<file path="config.mk">
export PLATFORM = sky130hd
export DESIGN_NAME = seg_addr_gen
export DESIGN_NICKNAME = d
export VERILOG_FILES = /design/src/rtl/seg_addr_gen.sv
export SDC_FILE = /design/constraint.sdc
export NUM_CORES = 1
export LEC_CHECK = 0
export BUFFER_PORTS_ARGS = -buffer_cell sky130_fd_sc_hd__buf_2
export CORE_MARGIN = 3
export CORE_UTILIZATION = 40
export CTS_BUF_LIST = sky130_fd_sc_hd__clkbuf_8
export CTS_CLUSTER_DIAMETER = 80
export DETAILED_ROUTE_END_ITERATION = 7
export GPL_ROUTABILITY_DRIVEN = 0
export GPL_TIMING_DRIVEN = 0
export PLACE_DENSITY = 0.68
export SLEW_MARGIN = 5
export SYNTH_ARGS = -nofsm -noshare
export SYNTH_HDL_FRONTEND = slang
export SYNTH_SLANG_ARGS = --single-unit
</file>
<file path="constraint.sdc">
create_clock -name clk -period 3.13 [get_ports clk]
set_input_delay 0.1565 -clock clk [delete_from_list [all_inputs] [get_ports clk]]
set_output_delay 0.1565 -clock clk [all_outputs]
set_load 0.03 [all_outputs]
</file>
<file path="src/rtl/seg_addr_gen.sv">
module seg_addr_gen #(
  parameter int OFS_W = 16,
  parameter int SEG_W = 16,
  parameter int SHIFT = 4,
  parameter int PA_W  = 20
) (
  input  logic             clk,
  input  logic             rst_n,
  input  logic             seg_we,
  input  logic [1:0]       seg_wsel,
  input  logic [SEG_W-1:0] seg_wdata,
  input  logic             req_valid,
  input  logic [1:0]       req_kind,
  input  logic             ovr_valid,
  input  logic [1:0]       ovr_sel,
  input  logic             direct,
  input  logic [OFS_W-1:0] disp_ofs,
  input  logic [OFS_W-1:0] ind_ofs,
  output logic             pa_valid,
  output logic [PA_W-1:0]  pa,
  output logic [1:0]       pa_seg
);
  localparam int BASE_W = SEG_W + SHIFT;
  localparam int SUM_W  = ((BASE_W > OFS_W) ? BASE_W : OFS_W) + 1;

  localparam logic [1:0] SEG_CODE  = 2'd0;
  localparam logic [1:0] SEG_DATA  = 2'd1;
  localparam logic [1:0] SEG_STACK = 2'd2;
  localparam logic [1:0] SEG_EXTRA = 2'd3;

  localparam logic [1:0] K_DATA  = 2'd0;
  localparam logic [1:0] K_STR   = 2'd1;
  localparam logic [1:0] K_STACK = 2'd2;
  localparam logic [1:0] K_FETCH = 2'd3;

  logic [SEG_W-1:0] seg_q [4];
  logic [1:0]       sel;
  logic [OFS_W-1:0] ea;
  logic [SUM_W-1:0] sum;

  for (genvar i = 0; i < 4; i++) begin : g_seg
    always_ff @(posedge clk or negedge rst_n)
      if (!rst_n)                           seg_q[i] <= '0;
      else if (seg_we && seg_wsel == 2'(i)) seg_q[i] <= seg_wdata;
  end

  always_comb begin
    case (req_kind)
      K_FETCH: sel = SEG_CODE;
      K_STACK: sel = SEG_STACK;
      K_STR:   sel = SEG_EXTRA;
      default: sel = SEG_DATA;
    endcase
    if (ovr_valid && req_kind != K_STR) sel = ovr_sel;
  end

  assign ea  = direct ? disp_ofs : ind_ofs;
  assign sum = (SUM_W'(seg_q[sel]) << SHIFT) + SUM_W'(ea);

  always_ff @(posedge clk or negedge rst_n)
    if (!rst_n) begin
      pa_valid <= 1'b0;
      pa       <= '0;
      pa_seg   <= '0;
    end else begin
      pa_valid <= req_valid;
      if (req_valid) begin
        pa     <= sum[PA_W-1:0];
        pa_seg <= sel;
      end
    end

  a_r9_valid_follows: assert property (@(posedge clk) disable iff (!rst_n)
    req_valid |=> pa_valid);
  a_r9_idle_holds: assert property (@(posedge clk) disable iff (!rst_n)
    !req_valid |=> (!pa_valid && $stable(pa) && $stable(pa_seg)));
  a_r4_string_extra: assert property (@(posedge clk) disable iff (!rst_n)
    (req_valid && req_kind == K_STR) |=> pa_seg == SEG_EXTRA);
  a_r6_override: assert property (@(posedge clk) disable iff (!rst_n)
    (req_valid && ovr_valid && req_kind != K_STR) |=> pa_seg == $past(ovr_sel));
  a_r3_data_default: assert property (@(posedge clk) disable iff (!rst_n)
    (req_valid && !ovr_valid && req_kind == K_DATA) |=> pa_seg == SEG_DATA);
  a_r5_fetch_code: assert property (@(posedge clk) disable iff (!rst_n)
    (req_valid && !ovr_valid && req_kind == K_FETCH) |=> pa_seg == SEG_CODE);
endmodule

</file>
=== Yosys cells after proc, flatten, opt, wreduce, memory -nomap -nowiden ===
Cells that the tools add are included.

* Flip-flop bits (word level): 87
* Bits of input ports: 60
* Output and inout bits: 23
* Word-level logic and storage cells: 29

* Add/sub/neg operators: 1
* $lt $le $gt $ge: 1
* Equal/unequal tests: 7
* Mux-type cells: 6
* Bitwise logic cells: 1
* Reduce and logical (&&, ||, !) cells: 6

{| class="wikitable"
|+ Operators with widths
! cell !! count
|-
| $mux 16 || 3
|-
| $bmux 16 s2 || 1
|-
| $add 20x16->20 || 1
|-
| $eq 2x2->1 const B || 4
|-
| $pmux 2 s3 || 1
|-
| $logic_and 1x1->1 || 5
|-
| $eq 2x1->1 const B || 2
|-
| $ge 3x3->1 const B || 1
|-
| $not 2->3 || 1
|-
| $logic_not 2->1 || 1
|-
| $mux 2 || 1
|-
| $ne 2x1->1 const B || 1
|}

=== Depth between registers and ports, before layout ===
* Depth in word-level cells: 8
* Depth in mapped cells: 15
* Gate-level depth less buffers: 14

=== Least setup slack after synthesis ===
OpenSTA, ideal clock, no wires.

* Kind: input to register
* From: input port req_kind[0]
* To: register pa[17]
* Setup time: 95 ps
* Data arrival time: 3471 ps
* Required time: 3035 ps
* Slack: -436 ps
* Stages: 13
* Path buffers: 1
* Cells stage by stage: inv_1 -> ha_1 -> nor2b_1 -> a211oi_4 -> buf_2 -> mux4_2 -> ha_1 -> a211oi_1 -> o21ai_0 -> a221oi_1 -> o221ai_1 -> and3_1 -> o31ai_1

* Cells in the longest elaborated chain, start to end: 8
* Elaborated cells between the ends (all ways): 12
* Those cells by class: add/sub: 1; eq/ne: 4; mux: 5; bitwise: 1; reduce/logical: 1

{| class="wikitable"
|+ Ends and longest elaborated chain
! item !! line !! RTL
|-
| start, declared || 13 || <nowiki>input logic [1:0] req_kind,</nowiki>
|-
| $eq 2x1->1 (tied with other cells) || 48 || <nowiki>case (req_kind)</nowiki>
|-
| $pmux 2 s3 / $logic_and 1x1->1 (equally long branches) || 48, 54 ||
|-
| $mux 2 * || 54 || <nowiki>if (ovr_valid && req_kind != K_STR) sel = ovr_sel;</nowiki>
|-
| $not 2->3 (not written as such) * || 58 || <nowiki>assign sum = (SUM_W'(seg_q[sel]) << SHIFT) + SUM_W'(ea);</nowiki>
|-
| $bmux 16 s2 * || 58 ||
|-
| $mux 16 (not written as such) * (2 in a row) || 58 ||
|-
| $add 20x16->20 * || 58 ||
|-
| end signal, assigned || 68 || <nowiki>pa <= sum[PA_W-1:0];</nowiki>
|-
| end, declared || 20 || <nowiki>output logic [PA_W-1:0] pa,</nowiki>
|}

Every way passes the cells marked *; elsewhere a longest branch is shown, timed or not. The select of a mux whose other input is x is not followed.
A chain may end at the register's enable or synchronous reset.

=== Worst setup path after layout ===
* From: input port req_kind[0]
* To: register pa[19]

Same word-level chain as after synthesis.

==> impl_metrics.tcl <==
set metrics [dict create \
    status "complete, no violations" \
    stdcell_count 575 \
    rows 37 \
    tightest_slew_ns 1.19 \
    syn-num-nets 403 \
    drtIter0Drc 101 \
    power_density_nw_per_um2 664 \
    startpoint "req_kind[0]" \
    synth-async-reset-ratio_pct 100 \
    synth_flop_cell "dfrtp_1" \
    hp-class "input port to register" \
    cts_max_path_buffers 2 \
    antenna_left 0 \
    start_util_pct 42.0 \
    setup_viol 0 \
    final_cell_area_um2 5440 \
    regToRegStartpoint "seg_q[49]$_DFFE_PN0P_" \
    clock_sinks 87 \
    fin_nets 510 \
    grt_overflow 0 \
    slew_viol_final 0 \
    place_area_um2 5080 \
    wl_um 9870 \
    cts_tree "built" \
    syn-cell-area_um2 4430 \
    die_x_um 111 \
    diodes 0 \
    slew_headroom_pct 20.2 \
    drive_above_1_share_pct 50.3 \
    postSynthCellCount 328 \
    grt_pass1_vias 3171 \
    worstPathArrival_ns 3.27 \
    dieHeight_um 111 \
    setup_tns_ns 0 \
    grt_max_degree 73 \
    fin_crit_ns 3.04 \
    reg2reg_to "pa[19]$_DFFE_PN0P_" \
    skew_ns 0.00939 \
    avgViaCountPerCell 5.24 \
    fin_ws_ns 0.0869 \
    yosysSeqAreaShare_pct 49.2 \
    r2r_cells 8 \
    clkTransAtPathRegs_ns 0.08 \
    maxCapViolCount 0 \
    synth.avg_cell_area_um2 13.5 \
    min-delay-start "seg_wdata[4]" \
    numCtsBuffers 9 \
    antenna_found_initial 0 \
    vdd_drop_max_uv 344 \
    grt_pass1_wl_um 16000 \
    reg2reg_slack_ns 0.42 \
    worstSetupStartpointType "input port" \
    vias 3015 \
    dp_hpwl_um 7120 \
    fin_crit_sh_pct 97.2 \
    dieArea_um2 12400 \
    dr.pass1.iters 4 \
    mostFrequentLayoutCell "dfrtp_1" \
    area_delta_synth_final_pct 22.8 \
    dp_cells 546 \
    final_cell_mix "dfrtp_1, mux2_2, buf_2" \
    ctsHtreeMaxLevel 3 \
    port_buffers 81 \
    worstHoldEndpoint "seg_q[4]$_DFFE_PN0P_" \
    wl_per_cell_um 17.2 \
    boundaryPins 83 \
    worst_ep_required_time_ns 3.36 \
    yosysUniqueCellTypes 39 \
    final_hold_viol_count 0 \
    clock_latency_ns 0.35 \
    utilization_pct 51.5 \
    worstPathMaxFanout 4 \
    nFillCells 945 \
    p_leak_uw 0.00243 \
    place_ws_ns -0.772 \
    fmax_ghz 0.329 \
    critPathKind "input port to register" \
    grtUsageTotal_pct 16.1 \
    synth_enable_flop_cells 0 \
    remaining_drc_errors 0 \
    holdPathStages 2 \
    core_um2 10600 \
    ys_ff_latch 87 \
    endpoint_kind "register" \
    ys_warn_count 0 \
    clockRootBuffer "clkbuf_8" \
]
## critical path: stages
cell and delay, ns:
buf_2 0.09, inv_1 0.04, ha_1 0.18, nor2b_1 0.15, a211oi_4 0.16, buf_6 0.15, buf_4 0.11, mux4_2 0.55
ha_4 0.26, a211oi_4 0.27, o21ai_1 0.13, a221oi_2 0.37, o221ai_2 0.22, buf_4 0.17, a311o_1 0.25
## what timing repair did
| action | 4_1_cts | 5_1_grt |
|---|---|---|
| hold buffers | 2 | 0 |
| gates resized for setup | 3 | 13 |
| endpoints found under the setup margin | 10 | 8 |
| buffers inserted | 5 | 6 |
| endpoints found under the hold margin | 16 | 0 |
| pin swaps | 1 | 5 |
| gates cloned | 0 | 1 |
## Yosys cell counts, drive strengths merged (4+ instances only)
library cell	n	share of area (%)
nor2	12	1.0
mux4	16	8.6
inv	11	0.93
o21bai	4	0.68
ha	14	4.0
dfrtp	87	49
a21oi	18	2.0
nand2	12	1.0
mux2	84	21
mux2i	5	1.1
o21ai	6	0.68
xnor2	6	1.2
clkbuf	9	0.76
## how the worst max path moves through the flow
stage,end,slack [ns]
floorplan,pa[17]$_DFFE_PN0P_,0.01
global placement,pa[16]$_DFFE_PN0P_,-0.65
detailed placement,pa[16]$_DFFE_PN0P_,-0.77
CTS,pa[17]$_DFFE_PN0P_,0.002
global route,pa[17]$_DFFE_PN0P_,-0.02
finish,pa[19]$_DFFE_PN0P_,0.09
## power breakdown
part           total (uW)  internal [uW]  switching, uW
combinational        1380            649            732
clock                 729            347            382
sequential           1500           1380            119
total                3610           2380           1230
## cell type report
class	instances	area, um^2	share of cell area, %
Multi-Input combinational cell	218	2250	41.5
Clock inverter	3	17.5	0.322
Tap cell	136	170	3.13
Buffer	12	60.1	1.10
Timing Repair Buffer	96	553	10.2
Inverter	11	41.3	0.759
Sequential cell	87	2180	40.0
Clock buffer	12	165	3.04
## logic make-up after synthesis
kind of cell	count (synthesis)	share of synthesized area (%)
adders and majority gates	15	4.41
and+or+nand+nor	42	4.52
xor gates and xnor gates	7	1.38
DFF	87	49.2
muxes	105	31.0
buffers and inverters	23	1.98
AOI/OAI and AO/OA	49	7.51
## registers in the layout, summed over array words and instances (netlist names)
name      cells
seg_q        64
pa           20
pa_seg        2
pa_valid      1
## routing by layer
layer	global-route usage, %	vias to the layer above	routed length [um]
li1	-	1441	-
met1	21.3	1489	4410
met2	26.4	74	4830
met3	4.20	11	495
met4	4.06	0	130
met5	0	-	0
## stage by stage
step | total power, uW | hold slack, ns
2_1_floorplan | 2460 | -0.139
3_3_place_gp | 2770 | 0.279
3_5_place_dp | 2830 | 0.0405
4_1_cts | 3580 | 0.0564
5_1_grt | 3840 | 0.0671
6_report | 3610 | 0.0767
Power figures use the tool's default switching activity.
